## config.mk

```make
export PLATFORM = sky130hd
export DESIGN_NAME = inv_gate_guard
export DESIGN_NICKNAME = d
export VERILOG_FILES = /design/src/rtl/igg_pkg.sv /design/src/rtl/igg_cmd_sampler.sv /design/src/rtl/igg_trip_latch.sv /design/src/rtl/igg_phase_lock.sv /design/src/rtl/inv_gate_guard.sv
export SDC_FILE = /design/constraint.sdc
export NUM_CORES = 1
export LEC_CHECK = 0
export ABC_CLOCK_PERIOD_IN_PS = 2200
export BUFFER_PORTS_ARGS = -buffer_cell sky130_fd_sc_hd__buf_2
export CORE_MARGIN = 1.5
export CORE_UTILIZATION = 50
export DETAILED_ROUTE_END_ITERATION = 12
export HOLD_SLACK_MARGIN = 0.12
export PLACE_DENSITY_LB_ADDON = 0.05
export SYNTH_ARGS = -nofsm -noshare
export SYNTH_HDL_FRONTEND = slang
export SYNTH_HIERARCHICAL = 1
export SYNTH_SLANG_ARGS = --single-unit
```

## constraint.sdc

```tcl
create_clock -name clk -period 2.2 [get_ports clk]
set_clock_uncertainty 0.2 [all_clocks]
set_input_delay 0.33 -clock clk [delete_from_list [all_inputs] [get_ports clk]]
set_output_delay 0.33 -clock clk [all_outputs]
set_load 0.02 [all_outputs]
```

## src/rtl/igg_pkg.sv

```systemverilog
package igg_pkg;
  // Number of bridge phases; the brake is one extra switch outside the bridge.
  localparam int unsigned IGG_PHASES = 3;

  // Width of a counter that can hold 0..max.
  function automatic int unsigned cnt_width(input int unsigned max);
    return (max < 2) ? 1 : $clog2(max + 1);
  endfunction
endpackage

```

## src/rtl/igg_cmd_sampler.sv

```systemverilog
module igg_cmd_sampler #(
  parameter int unsigned N = 7
) (
  input  logic         clk,
  input  logic         rst_n,
  input  logic [N-1:0] cmd_n_i,
  output logic [N-1:0] on_o,
  output logic [N-1:0] rise_o
);
  logic [N-1:0] on_q, prev_q;

  // One register stage converts active-low pins to ON flags; a second copy
  // one cycle older gives the switch-on edge.
  always_ff @(posedge clk or negedge rst_n) begin
    if (!rst_n) begin
      on_q   <= '0;
      prev_q <= '0;
    end else begin
      on_q   <= ~cmd_n_i;
      prev_q <= on_q;
    end
  end

  assign on_o   = on_q;
  assign rise_o = on_q & ~prev_q;

  AST_RISE_ONE_CYCLE: assert property (@(posedge clk) disable iff (!rst_n)
    (rise_o != '0) |=> ((rise_o & $past(rise_o)) == '0));
endmodule

```

## src/rtl/igg_trip_latch.sv

```systemverilog
module igg_trip_latch (
  input  logic clk,
  input  logic rst_n,
  input  logic set_i,
  input  logic clr_i,
  output logic q_o
);
  logic q;

  // Set dominates clear, so a condition still present keeps the trip.
  always_ff @(posedge clk or negedge rst_n) begin
    if (!rst_n)     q <= 1'b0;
    else if (set_i) q <= 1'b1;
    else if (clr_i) q <= 1'b0;
  end

  assign q_o = q;

  AST_TRIP_SETS:  assert property (@(posedge clk) disable iff (!rst_n)
    set_i |=> q_o);
  AST_TRIP_CLEAR: assert property (@(posedge clk) disable iff (!rst_n)
    (q_o && clr_i && !set_i) |=> !q_o);
  AST_TRIP_HOLD:  assert property (@(posedge clk) disable iff (!rst_n)
    (q_o && !clr_i) |=> q_o);
endmodule

```

## src/rtl/igg_phase_lock.sv

```systemverilog
module igg_phase_lock #(
  parameter int unsigned GLITCH_CYCLES = 4
) (
  input  logic clk,
  input  logic rst_n,
  input  logic hi_on_i,
  input  logic lo_on_i,
  input  logic hi_rise_i,
  input  logic lo_rise_i,
  output logic both_o,
  output logic lock_o
);
  localparam int unsigned CW = igg_pkg::cnt_width(GLITCH_CYCLES);
  localparam logic [CW-1:0] TRIP_AT = CW'(GLITCH_CYCLES - 1);

  logic [CW-1:0] cnt_q;
  logic          lock_q, seen_hi_q, seen_lo_q;
  logic          got_hi, got_lo;

  assign both_o = hi_on_i & lo_on_i;
  assign got_hi = seen_hi_q | hi_rise_i;
  assign got_lo = seen_lo_q | lo_rise_i;

  always_ff @(posedge clk or negedge rst_n) begin
    if (!rst_n) begin
      cnt_q     <= '0;
      lock_q    <= 1'b0;
      seen_hi_q <= 1'b0;
      seen_lo_q <= 1'b0;
    end else if (lock_q) begin
      // Latched: wait for a fresh switch-on edge on both pins.
      cnt_q <= '0;
      if (got_hi && got_lo) begin
        lock_q    <= 1'b0;
        seen_hi_q <= 1'b0;
        seen_lo_q <= 1'b0;
      end else begin
        seen_hi_q <= got_hi;
        seen_lo_q <= got_lo;
      end
    end else if (both_o) begin
      if (cnt_q == TRIP_AT) begin
        lock_q <= 1'b1;
        cnt_q  <= '0;
      end else begin
        cnt_q <= cnt_q + 1'b1;
      end
    end else begin
      cnt_q <= '0;
    end
  end

  assign lock_o = lock_q;

  AST_LOCK_NEEDS_OVERLAP: assert property (@(posedge clk) disable iff (!rst_n)
    $rose(lock_o) |-> $past(both_o));
  AST_NO_LOCK_WITHOUT_BOTH: assert property (@(posedge clk) disable iff (!rst_n)
    (!lock_o && !both_o) |=> !lock_o);
  AST_SINGLE_EDGE_HOLDS: assert property (@(posedge clk) disable iff (!rst_n)
    (lock_o && !hi_rise_i && !lo_rise_i) |=> lock_o);
endmodule

```

## src/rtl/inv_gate_guard.sv

```systemverilog
module inv_gate_guard #(
  parameter int unsigned PHASES        = igg_pkg::IGG_PHASES,
  parameter int unsigned GLITCH_CYCLES = 4
) (
  input  logic              clk,
  input  logic              rst_n,
  input  logic [PHASES-1:0] cmd_hi_n_i,
  input  logic [PHASES-1:0] cmd_lo_n_i,
  input  logic              cmd_brk_n_i,
  input  logic [PHASES-1:0] sc_hi_i,
  input  logic [PHASES-1:0] sc_lo_i,
  input  logic              ovc_i,
  input  logic              supply_bad_i,
  input  logic              overtemp_i,
  output logic [PHASES-1:0] gate_hi_o,
  output logic [PHASES-1:0] gate_lo_o,
  output logic              gate_brk_o,
  output logic              flt_prot_n_o,
  output logic              flt_supply_n_o,
  output logic              flt_temp_n_o,
  output logic              warn_ilim_n_o
);
  localparam int unsigned NCMD = 2 * PHASES + 1;
  localparam int unsigned BRK  = 2 * PHASES;

  logic [NCMD-1:0]   on, rise;
  logic [PHASES-1:0] both, lock, trip_hi, trip_lo;
  logic              warn_q;

  // Command bit order: upper phases, then lower phases, then brake.
  igg_cmd_sampler #(.N(NCMD)) u_sampler (
    .clk     (clk),
    .rst_n   (rst_n),
    .cmd_n_i ({cmd_brk_n_i, cmd_lo_n_i, cmd_hi_n_i}),
    .on_o    (on),
    .rise_o  (rise)
  );

  for (genvar p = 0; p < PHASES; p++) begin : g_phase
    igg_phase_lock #(.GLITCH_CYCLES(GLITCH_CYCLES)) u_lock (
      .clk       (clk),
      .rst_n     (rst_n),
      .hi_on_i   (on[p]),
      .lo_on_i   (on[PHASES + p]),
      .hi_rise_i (rise[p]),
      .lo_rise_i (rise[PHASES + p]),
      .both_o    (both[p]),
      .lock_o    (lock[p])
    );

    igg_trip_latch u_sc_hi (
      .clk   (clk),
      .rst_n (rst_n),
      .set_i (sc_hi_i[p]),
      .clr_i (rise[p]),
      .q_o   (trip_hi[p])
    );

    igg_trip_latch u_sc_lo (
      .clk   (clk),
      .rst_n (rst_n),
      .set_i (sc_lo_i[p]),
      .clr_i (rise[PHASES + p]),
      .q_o   (trip_lo[p])
    );

    assign gate_hi_o[p] = on[p]          & ~both[p] & ~lock[p] & ~trip_hi[p];
    assign gate_lo_o[p] = on[PHASES + p] & ~both[p] & ~lock[p] & ~trip_lo[p];
  end

  // Brake: no interlock and no short-circuit shutdown.
  assign gate_brk_o = on[BRK];

  // Current-limit warning, cleared by any command's switch-on edge.
  igg_trip_latch u_warn (
    .clk   (clk),
    .rst_n (rst_n),
    .set_i (ovc_i),
    .clr_i (|rise),
    .q_o   (warn_q)
  );

  assign flt_prot_n_o   = ~(|lock | |trip_hi | |trip_lo);
  assign flt_supply_n_o = ~supply_bad_i;
  assign flt_temp_n_o   = ~overtemp_i;
  assign warn_ilim_n_o  = ~warn_q;

  AST_NO_SHOOT_THROUGH: assert property (@(posedge clk) disable iff (!rst_n)
    ((gate_hi_o & gate_lo_o) == '0));
  AST_LOCK_FLAGS_FAULT: assert property (@(posedge clk) disable iff (!rst_n)
    (lock != '0) |-> !flt_prot_n_o);
  AST_LOCK_BLOCKS_GATES: assert property (@(posedge clk) disable iff (!rst_n)
    ((gate_hi_o & lock) == '0) && ((gate_lo_o & lock) == '0));
  AST_SC_FLAGS_FAULT: assert property (@(posedge clk) disable iff (!rst_n)
    ((sc_hi_i | sc_lo_i) != '0) |=> !flt_prot_n_o);
  AST_OVC_WARNS: assert property (@(posedge clk) disable iff (!rst_n)
    ovc_i |=> !warn_ilim_n_o);
  AST_BRAKE_FOLLOWS: assert property (@(posedge clk) disable iff (!rst_n)
    $past(rst_n) |-> (gate_brk_o == !$past(cmd_brk_n_i)));
endmodule

```

==> impl_metrics.tcl <==
set metrics [dict create \
    synth-compound-area-share_pct 10.2 \
    drcViolationCount 0 \
    peakVddDrop_v 0.000526 \
    synth-xor-area-share_pct 0 \
    cp_slowest_cell "or4_4" \
    start_util_pct 52.1 \
    cts_sinks 39 \
    area_growth_pct 26.4 \
    globalplace.congestion 0.767 \
    viasPerCell 5.00 \
    routed-via-count 1154 \
    std_cell_rows 21 \
    hold_path_class "reg2reg" \
    grt_pass1_wl_um 4680 \
    critPathMaxFanout 3 \
    insertedDiodeCount 0 \
    post_cts_buffers 0 \
    dieHeight_um 61.7 \
    status "completed" \
    cts_buffer_depth 2 \
    clk_pin_slew_worst_paths_ns 0.11 \
    ys_warn_count 6 \
    yosys.area_share.simple_pct 25.4 \
    wl_per_cell_um 12.5 \
    crit_path_start_kind "flip-flop" \
    setup_viol 0 \
    first_global_vias 1099 \
    place_ws_ns 0.316 \
    slew_headroom_pct 81.2 \
    fin_crit_ns 2.14 \
    core-area_um2 3310 \
    routed_wl_um 2880 \
    crit_required_ns 1.67 \
    yosys_register_bits 39 \
    cts-buffers-inserted 5 \
    total_power_w 0.00155 \
    finalHoldViolations 0 \
    h-tree-depth 2 \
    synthAdderAreaFrac_pct 2.18 \
    post-route-period-util_pct 97.1 \
    rsz0062_at_grt "yes" \
    r2r_slack_ns 0.86 \
    max-cap-violations 0 \
    cp.arrival_ns 1.61 \
    antenna_found_initial 0 \
    slew_violations 0 \
    path_cells "or4_4 > nor4_2 > buf_4" \
    crit_family "simple AND/OR/NAND/NOR gates" \
    dp_hpwl_um 1990 \
    crit_buf_inv 1 \
    chipWidth_um 61.7 \
    muxShareOfSynthArea_pct 0 \
    seq_area_um2 977 \
    drt_pass1_iterations 2 \
    grt_overflow_total 0 \
    fin_nets 205 \
    io_pins 29 \
    synth.yosys.seq_area_share_pct 56.6 \
    grt_max_degree 40 \
    yosysUniqueCellTypes 21 \
    synth_area_um2 1730 \
    cts_root_buffer "clkbuf_4" \
    fin_tns_setup_ns 0 \
    whs_ns 0.225 \
    slowest_delay_ns 0.51 \
    cts_tree "built" \
    grtUsageTotal_pct 17.6 \
    setup_slack_ns 0.0630 \
    max_freq_mhz 468 \
    leakage_nw 1.05 \
    port_buffers 28 \
    tightest_slew_ns 0.278 \
    power_density_nw_per_um2 710 \
    fill_cells 278 \
    synth_top_family_by_area "simple AND/OR/NAND/NOR gates" \
    ant_nets 0 \
    drive_above_1_share_pct 34.6 \
    clock_latency_ns 0.34 \
    avgSynthCellArea_um2 13.0 \
    critPathKind "reg2out" \
    synth_nets 154 \
    multi_input_area_um2 667 \
    drtIter0Drc 26 \
    final_core_util_pct 65.9 \
    dieArea_um2 3810 \
    postSynthCellCount 133 \
    end_kind "output pin" \
]
-- worst paths after layout --
path / from / end / depth (start not counted)
min reg2reg: u_sampler/on_o[6] / u_sampler/prev_q[6] / 0
max: g_phase[1].u_sc_hi/q_o / flt_prot_n_o / 3
max reg2reg: u_sampler/on_o[5] / u_warn/q_o / 5
max in group asynchronous: rst_n / u_sampler/on_o[0] / 3
min: u_sampler/on_o[6] / u_sampler/prev_q[6] / 0
min in group asynchronous: rst_n / u_sampler/prev_q[4] / 3
-- worst register-to-register path, stage by stage (launching register included) --
cell and delay, ns:
dfrtp_1 0.44, nor2b_4 0.17, nor4_1 0.25, nand2_1 0.08, inv_1 0.06, a21o_1 0.10
-- Yosys cell counts, drive strengths merged --
cell type  number  area share, %
nand2           4           0.87
and4b           3            1.7
nor4b          12            9.8
nor2            6            1.3
or4             1           0.44
nor3            1           0.29
o21a            9            3.9
ha              3            2.2
nor4            5            3.3
nor2b           7            5.6
dfrtp          39             57
a21oi           6            1.7
a21o            7            3.0
buf             3            1.3
or3             1           0.36
and2b           3            1.7
inv            20            4.4
o221ai          3            1.5
-- through the flow --
step	area, um2	std cells
final	2180	231
after global routing	2180	231
after CTS	2160	231
after detailed placement	1940	208
after global placement	1940	208
after floorplan	1730	133
-- per-layer routing --
metal | vias to the layer above | wire (um) | global-route usage, %
met3 | 6 | 121 | 6.21
met2 | 24 | 1440 | 29.3
met1 | 562 | 1270 | 20.9
met4 | 0 | 50 | 7.29
li1 | 562 | - | -
met5 | - | 0 | 0
-- flip-flops by register name (all words and copies together), names as in the netlist --
| signal | count |
|---|---|
| g_phase.u_lock/cnt_q | 9 |
| g_phase.u_sc_hi/q_o | 3 |
| g_phase.u_lock/seen_lo_q | 3 |
| g_phase.u_lock/lock_o | 3 |
| g_phase.u_lock/seen_hi_q | 3 |
| g_phase.u_sc_lo/q_o | 3 |
| u_warn/q_o | 1 |
| u_sampler/prev_q | 7 |
| u_sampler/on_o | 7 |
-- where the power goes --
group          total (W)  internal (W)  leakage (nW)  switching, W
Combinational   0.000267      0.000137         0.540      0.000131
Sequential      0.000873      0.000804         0.474     0.0000691
Clock           0.000407      0.000188        0.0386      0.000219
-- cells in the final DEF, fill, tap and decap left out --
cell / instances
a21o_1: 7
a21oi_1: 6
and2b_4: 3
and4b_1: 3
buf_12: 1
buf_2: 27
buf_4: 4
clkbuf_1: 1
clkbuf_4: 5
clkbuf_8: 2
dfrtp_1: 38
dfrtp_2: 1
dlygate4sd3_1: 15
ha_1: 3
inv_1: 20
nand2_1: 2
nand2_2: 2
nor2_1: 6
nor2b_4: 7
nor3_1: 1
nor4_1: 1
nor4_2: 4
nor4b_1: 5
nor4b_2: 4
nor4b_4: 3
o21a_1: 9
o221ai_1: 3
or3_1: 1
or4_4: 1
-- cell families (layout without fill, tap and decap cells) --
group / Yosys count / in the layout
buf+inv: 23 / 75
flops: 39 / 39
compound gates: 25 / 25
simple gates: 43 / 43
fa+ha+maj: 3 / 3
-- repair_timing --
action                                 in CTS  in global routing
pin swaps                                   1                  0
endpoints found under the hold margin      53                  0
setup endpoints to repair                   1                  5
hold buffers                               15                  0
gates resized for setup                     0                  6
-- layout make-up --
type                       instances  share of cell area, %
sequential                        39                   44.8
multi-input combinational         71                   30.6
timing repair buffer              47                   15.4
inverter                          20                   3.44
clock buffer                       8                   3.16
tap                               46                   2.64
(Power assumes the default switching activity.)
